<file path="src/rtl/axi_brd_pkg.sv">
package axi_brd_pkg;
  typedef enum logic [1:0] {
    ST_IDLE = 2'd0,
    ST_LOAD = 2'd1,
    ST_ADDR = 2'd2,
    ST_DATA = 2'd3
  } brd_state_e;

  localparam int          AXI_LEN_W  = 8;
  localparam logic [1:0]  BURST_INCR = 2'b01;
endpackage

</file>
<file path="src/rtl/brd_planner.sv">
module brd_planner
  import axi_brd_pkg::*;
#(
  parameter int ADDR_W     = 32,
  parameter int CNT_W      = 16,
  parameter int BEAT_BYTES = 8,
  parameter int MAX_BEATS  = 256
) (
  input  logic                 clk,
  input  logic                 rst,
  input  logic                 load_i,
  input  logic [ADDR_W-1:0]    load_addr_i,
  input  logic [CNT_W-1:0]     load_beats_i,
  input  logic                 beat_i,
  output logic [ADDR_W-1:0]    burst_addr_o,
  output logic [AXI_LEN_W-1:0] burst_len_o,
  output logic                 final_beat_o
);
  localparam int               SHIFT   = $clog2(BEAT_BYTES);
  localparam logic [CNT_W-1:0] MAX_CNT = CNT_W'(MAX_BEATS);

  logic [ADDR_W-1:0] base_q;
  logic [CNT_W-1:0]  taken_q;
  logic [CNT_W-1:0]  left_q;
  logic [CNT_W-1:0]  chunk;

  always_ff @(posedge clk) begin
    if (rst) begin
      base_q  <= '0;
      taken_q <= '0;
      left_q  <= '0;
    end else if (load_i) begin
      base_q  <= load_addr_i;
      taken_q <= '0;
      left_q  <= load_beats_i;
    end else if (beat_i) begin
      taken_q <= taken_q + CNT_W'(1);
      if (left_q != '0) left_q <= left_q - CNT_W'(1);
    end
  end

  always_comb begin
    chunk        = (left_q > MAX_CNT) ? MAX_CNT : left_q;
    burst_len_o  = AXI_LEN_W'(chunk - CNT_W'(1));
    burst_addr_o = base_q + (ADDR_W'(taken_q) << SHIFT);
    final_beat_o = (left_q == CNT_W'(1));
  end
endmodule

</file>
<file path="src/rtl/brd_ctrl.sv">
module brd_ctrl
  import axi_brd_pkg::*;
#(
  parameter int ADDR_W  = 32,
  parameter int WORDS_W = 16
) (
  input  logic                 clk,
  input  logic                 rst,
  input  logic                 req_valid_i,
  input  logic [WORDS_W-1:0]   req_words_i,
  output logic                 req_ready_o,
  output logic                 req_reject_o,
  output logic                 start_o,
  input  logic [ADDR_W-1:0]    plan_addr_i,
  input  logic [AXI_LEN_W-1:0] plan_len_i,
  input  logic                 final_beat_i,
  output logic                 ar_valid_o,
  output logic [ADDR_W-1:0]    ar_addr_o,
  output logic [AXI_LEN_W-1:0] ar_len_o,
  input  logic                 ar_ready_i,
  input  logic                 r_valid_i,
  input  logic                 r_last_i,
  output logic                 r_ready_o,
  output logic                 done_o
);
  brd_state_e state_q;
  logic       bad_len;

  assign bad_len     = (req_words_i == '0) || req_words_i[0];
  assign req_ready_o = (state_q == ST_IDLE);
  assign start_o     = (state_q == ST_IDLE) && req_valid_i && !bad_len;

  always_ff @(posedge clk) begin
    if (rst) begin
      state_q      <= ST_IDLE;
      ar_valid_o   <= 1'b0;
      ar_addr_o    <= '0;
      ar_len_o     <= '0;
      r_ready_o    <= 1'b0;
      done_o       <= 1'b0;
      req_reject_o <= 1'b0;
    end else begin
      done_o       <= 1'b0;
      req_reject_o <= 1'b0;
      case (state_q)
        ST_IDLE: begin
          if (req_valid_i) begin
            if (bad_len) req_reject_o <= 1'b1;
            else         state_q      <= ST_LOAD;
          end
        end
        ST_LOAD: begin
          ar_valid_o <= 1'b1;
          ar_addr_o  <= plan_addr_i;
          ar_len_o   <= plan_len_i;
          state_q    <= ST_ADDR;
        end
        ST_ADDR: begin
          if (ar_ready_i) begin
            ar_valid_o <= 1'b0;
            r_ready_o  <= 1'b1;
            state_q    <= ST_DATA;
          end
        end
        ST_DATA: begin
          if (r_valid_i && r_last_i) begin
            r_ready_o <= 1'b0;
            if (final_beat_i) begin
              done_o  <= 1'b1;
              state_q <= ST_IDLE;
            end else begin
              state_q <= ST_LOAD;
            end
          end
        end
        default: state_q <= ST_IDLE;
      endcase
    end
  end
endmodule

</file>
<file path="src/rtl/brd_sink.sv">
module brd_sink #(
  parameter int DATA_W = 64
) (
  input  logic              clk,
  input  logic              rst,
  input  logic              clear_i,
  input  logic              beat_i,
  input  logic [DATA_W-1:0] data_i,
  input  logic [1:0]        resp_i,
  output logic              out_valid_o,
  output logic [DATA_W-1:0] out_data_o,
  output logic              err_o
);
  always_ff @(posedge clk) begin
    if (rst) begin
      out_valid_o <= 1'b0;
      out_data_o  <= '0;
      err_o       <= 1'b0;
    end else begin
      out_valid_o <= beat_i;
      if (beat_i) out_data_o <= data_i;
      if (clear_i)                  err_o <= 1'b0;
      else if (beat_i && resp_i[1]) err_o <= 1'b1;
    end
  end
endmodule

</file>
<file path="src/rtl/axi_burst_reader.sv">
module axi_burst_reader
  import axi_brd_pkg::*;
#(
  parameter int ADDR_W    = 32,
  parameter int DATA_W    = 64,
  parameter int WORDS_W   = 16,
  parameter int MAX_BEATS = 256
) (
  input  logic               clk,
  input  logic               rst,
  input  logic               req_valid,
  input  logic [ADDR_W-1:0]  req_addr,
  input  logic [WORDS_W-1:0] req_words,
  output logic               req_ready,
  output logic               req_reject,
  output logic [ADDR_W-1:0]  m_araddr,
  output logic [7:0]         m_arlen,
  output logic [2:0]         m_arsize,
  output logic [1:0]         m_arburst,
  output logic               m_arvalid,
  input  logic               m_arready,
  input  logic [DATA_W-1:0]  m_rdata,
  input  logic [1:0]         m_rresp,
  input  logic               m_rlast,
  input  logic               m_rvalid,
  output logic               m_rready,
  output logic               out_valid,
  output logic [DATA_W-1:0]  out_data,
  output logic               done,
  output logic               err
);
  localparam int BEAT_BYTES = DATA_W / 8;

  logic                 start;
  logic                 beat;
  logic [ADDR_W-1:0]    plan_addr;
  logic [AXI_LEN_W-1:0] plan_len;
  logic                 final_beat;
  logic [WORDS_W-1:0]   req_beats;

  assign beat      = m_rvalid && m_rready;
  assign req_beats = req_words >> 1;
  assign m_arsize  = 3'($clog2(BEAT_BYTES));
  assign m_arburst = BURST_INCR;

  brd_planner #(
    .ADDR_W(ADDR_W), .CNT_W(WORDS_W), .BEAT_BYTES(BEAT_BYTES), .MAX_BEATS(MAX_BEATS)
  ) u_plan (
    .clk(clk), .rst(rst), .load_i(start), .load_addr_i(req_addr),
    .load_beats_i(req_beats), .beat_i(beat), .burst_addr_o(plan_addr),
    .burst_len_o(plan_len), .final_beat_o(final_beat)
  );

  brd_ctrl #(.ADDR_W(ADDR_W), .WORDS_W(WORDS_W)) u_ctrl (
    .clk(clk), .rst(rst), .req_valid_i(req_valid), .req_words_i(req_words),
    .req_ready_o(req_ready), .req_reject_o(req_reject), .start_o(start),
    .plan_addr_i(plan_addr), .plan_len_i(plan_len), .final_beat_i(final_beat),
    .ar_valid_o(m_arvalid), .ar_addr_o(m_araddr), .ar_len_o(m_arlen),
    .ar_ready_i(m_arready), .r_valid_i(m_rvalid), .r_last_i(m_rlast),
    .r_ready_o(m_rready), .done_o(done)
  );

  brd_sink #(.DATA_W(DATA_W)) u_sink (
    .clk(clk), .rst(rst), .clear_i(start), .beat_i(beat), .data_i(m_rdata),
    .resp_i(m_rresp), .out_valid_o(out_valid), .out_data_o(out_data), .err_o(err)
  );
endmodule

</file>
<file path="config.mk">
export PLATFORM = sky130hd
export DESIGN_NAME = axi_burst_reader
export DESIGN_NICKNAME = d
export VERILOG_FILES = /design/src/rtl/axi_brd_pkg.sv /design/src/rtl/brd_planner.sv /design/src/rtl/brd_ctrl.sv /design/src/rtl/brd_sink.sv /design/src/rtl/axi_burst_reader.sv
export SDC_FILE = /design/constraint.sdc
export NUM_CORES = 1
export LEC_CHECK = 0
export BUFFER_PORTS_ARGS = -buffer_cell sky130_fd_sc_hd__buf_2
export CORE_ASPECT_RATIO = 0.7
export CORE_MARGIN = 3
export CORE_UTILIZATION = 35
export DETAILED_ROUTE_END_ITERATION = 12
export HOLD_SLACK_MARGIN = 0.06
export PLACE_DENSITY = 0.66
export SLEW_MARGIN = 10
export SYNTH_ARGS = -nofsm -noshare
export SYNTH_HDL_FRONTEND = slang
export SYNTH_SLANG_ARGS = --single-unit
</file>
<file path="constraint.sdc">
create_clock -name clk -period 2.9 [get_ports clk]
set_input_delay 0.58 -clock clk [delete_from_list [all_inputs] [get_ports clk]]
set_output_delay 0.58 -clock clk [all_outputs]
set_load 0.02 [all_outputs]
</file>
==> out/results.md <==
## Status
• **status** completed

## Yosys
• **Yosys cell types** 67
• **EDFF count, synth** 0
• **number of flip-flops and latches in the synthesized netlist** 176
• **portion of the post-synthesis area used by sequential elements** 0.440
• **share of flip-flops with an asynchronous set or reset after synthesis** 0
• **most used flip-flop cell after synthesis** dfxtp_1
• **cell count after synthesis** 1003
• **Mean Syn Cell Area** 7.98 sq um
• **total standard cell area after synthesis** 8000 sq um
• **Syn. warnings** 0

## Critical path
• **Slowest-stage cell, CP** or4_1
• **category of cells accounting for the largest share of critical-path delay** compound AO/OA/AOI/OAI gates
• **maximum single-stage delay on the critical path** 0.49 ns
• **data arrival time at the worst-slack endpoint** 2.99 ns
• **critical path data required time** 3.23 ns
• **number of buffer and inverter instances along the worst setup path** 0
• **critical path cell sequence** ha_1 > fa_1 > a211oi_1 > nor2_2 > a41oi_2 > o31a_2 > or4_1 > a311oi_1
• **critical path type** flop to flop
• **category of the worst setup path capture point** flop
• **maximum fanout count along the critical path** 13
• **nature of the critical path startpoint** flop

## Global route
• **number of global-route vias before repair** 6843
• **pin count of the biggest net entering global routing** 87
• **Global Route Usage Sum** 0.183
• **global-route wire length before repair** 37000 um
• **sum of overflow across all layers after global routing** 0
• **antenna violations before repair** 2

## Floorplanning
• **number of placement rows** 45
• **vertical die dimension** 133 um
• **Top-Level Pins** 236
• **effective utilization at floorplan** 0.363
• **Horiz. Die Dim** 187 um
• **placeable core area** 22100 sq um
• **area of the die** 24700 sq um

## Timing
• **Max Clock Skew** 0.00855 ns
• **RSZ-0062 raised after global routing** false
• **final hold violation count** 0
• **Worst Max-Slew Pin Slew** 0.813 ns
• **setup TNS** 0 ns
• **highest clock frequency the design can meet** 0.376 GHz
• **relative slew slack** 0.458
• **share of the clock period used by the worst path after layout** 0.917
• **Final Max Tran Viols** 0
• **Worst Setup Slack, final** 0.241 ns
• **shortest clock period the worst path allows after layout** 2.66 ns
• **Setup violations, final** 0

## CTS
• **hold buffers post-CTS** 0
• **clock tree from TritonCTS** built
• **clock sink count** 176
• **number of H-tree branching levels** 4
• **root buffer selected by CTS** clkbuf_16
• **Max Buffers Root-to-Sink** 2
• **clock-pin slew of the registers on the worst-case setup and hold paths** 0.07 ns
• **clock buffer count from CTS** 17
• **insertion delay of the later-clocked pin in the worst-skew pair** 0.42 ns

## Pwr
• **total power per unit cell area** 594 nW/um^2
• **static leakage** 4.09 nW
• **largest vdd supply drop** 0.417 mV

## Finish
• **filler cell count** 2272
• **antenna diode count** 0
• **non-filler cells, final** 1516
• **fin util** 0.451
• **total number of nets in the final design** 1345
• **P&R area growth vs syn** 24.3%
• **layout cells sized above 1** 0.246

## Drt
• **Via-to-Cell Ratio** 5.06
• **drt pass-1 iters** 5
• **routed length per instance** 15.6 um
• **final routed wirelength across all metal layers** 23600 um
• **number of nets with antenna violations after detailed routing** 0
• **detailed-route via count** 7675
• **Detailed Route Iter0 Violations** 469
• **remaining routing DRC violations** 0

## Placed design
• **number of placed instances with taps included** 1486
• **Place WS** 0.210 ns
• **detailed-placement wirelength estimate** 17100 um
• **number of input and output port buffers inserted** 229
• **weighted congestion reported at the end of routability-driven placement** 0.873

## Job
• **maxcap violations** 0

## Hold path
• **path category of the worst min-delay check** input pin to flop

==> per-layer routing <==
metal,vias up,wire length [um],global-route usage
met5,-,19,0
met4,4,241,0.0436
met3,20,1480,0.0479
met2,220,10500,0.282
met1,3561,11400,0.256
li1,3870,-,-
==> synth_stat cells (13+ instances only) <==
| cell type | count | share of area |
|---|---|---|
| dfxtp_1 | 176 | 0.44 |
| nor3_1 | 25 | 0.016 |
| a211oi_1 | 13 | 0.012 |
| a21oi_1 | 132 | 0.083 |
| nand2_1 | 251 | 0.12 |
| nand3_1 | 23 | 0.014 |
| ha_1 | 24 | 0.038 |
| clkbuf_1 | 48 | 0.023 |
| o21ai_0 | 24 | 0.015 |
| nor2_1 | 72 | 0.034 |
| xor2_1 | 15 | 0.016 |
| xnor2_1 | 21 | 0.023 |
==> where the power goes <==
part / switching, mW / total (mW) / internal, mW
clock: 0.997 / 2.20 / 1.20
sequential: 0.128 / 2.69 / 2.56
combinational: 0.643 / 1.02 / 0.380
total: 1.77 / 5.91 / 4.14
==> kinds of logic (layout without fill, tap and decap cells) <==
| logic type | count (synthesis) | in the layout | share of synthesized area |
|---|---|---|---|
| flops | 176 | 176 | 0.440 |
| simple gates | 441 | 441 | 0.247 |
| xor+xnor | 36 | 36 | 0.0394 |
| compound gates | 236 | 236 | 0.179 |
| mux | 10 | 10 | 0.0125 |
| other cells | 2 | 5 | 0.000939 |
| fa+ha+maj | 25 | 25 | 0.0400 |
| buf+inv | 77 | 282 | 0.0400 |
==> worst min-delay path: stages <==
cell     delay (ns)
buf_2          0.08
a21oi_1        0.05
nor2_1         0.07
==> registers in the layout (all words and copies together) (netlist names), 2 cells and up <==
signal,count
u_ctrl.ar_addr_o,32
u_ctrl.ar_len_o,8
u_ctrl.state_q,2
u_plan.base_q,32
u_plan.left_q,16
u_plan.taken_q,16
u_sink.out_data_o,64
==> final cells by class <==
class	count	area, sq um	share of cell area
multi-input cells	753	4180	0.420
flip-flops and latches	176	3520	0.354
repair buffers	243	1280	0.129
clock buffers	18	439	0.0441
well taps	305	382	0.0384
clock inverters	12	110	0.0111
inverters	9	33.8	0.00340
==> repair_timing <==
| item | CTS | global route |
|---|---|---|
| setup endpoints to repair | 0 | 1 |
| setup buffers | 0 | 0 |
| gates resized for setup | 0 | 1 |
==> cells in the final DEF (no fill, tap or decap), drive strengths merged, types with 4 or more instances in the layout <==
master	netlist	layout
a211oi	14	14
a21o	7	7
a21oi	132	132
a311oi	12	12
a41oi	4	4
and3	10	10
buf	20	243
clkbuf	48	18
clkinvlp	0	4
conb	2	5
dfxtp	176	176
ha	24	24
inv	9	13
mux2i	10	10
nand2	252	252
nand3	23	23
nand4	11	11
nor2	73	73
nor3	26	26
nor4	13	13
o21ai	25	25
o22ai	4	4
o31ai	6	6
or3	11	11
or4	6	6
xnor2	21	21
xor2	15	15
==> through the flow <==
stage	hold WS, ns	power, mW	instance area, sq um
6_report	0.378	5.91	9950
2_1_floorplan	0.436	3.40	8010
4_1_cts	0.361	5.97	9950
3_5_place_dp	0.445	3.76	9400
5_1_grt	0.368	6.19	9950
3_3_place_gp	0.439	3.75	9400
==> worst paths after layout <==
kind / startpoint / to / slack [ns] / depth (start not counted)
max: u_plan.taken_q[0]$_SDFFE_PP0P_ / u_ctrl.ar_addr_o[31]$_SDFFE_PP0P_ / 0.24 / 8
min: m_rresp[1] / u_sink.err_o$_SDFFE_PP0P_ / 0.38 / 3
min reg2reg: u_sink.out_data_o[31]$_SDFFE_PP0P_ / u_sink.out_data_o[31]$_SDFFE_PP0P_ / 0.45 / 2
max reg2reg: u_plan.taken_q[0]$_SDFFE_PP0P_ / u_ctrl.ar_addr_o[31]$_SDFFE_PP0P_ / 0.24 / 8
Note: power is estimated with default switching activity, not from simulation.
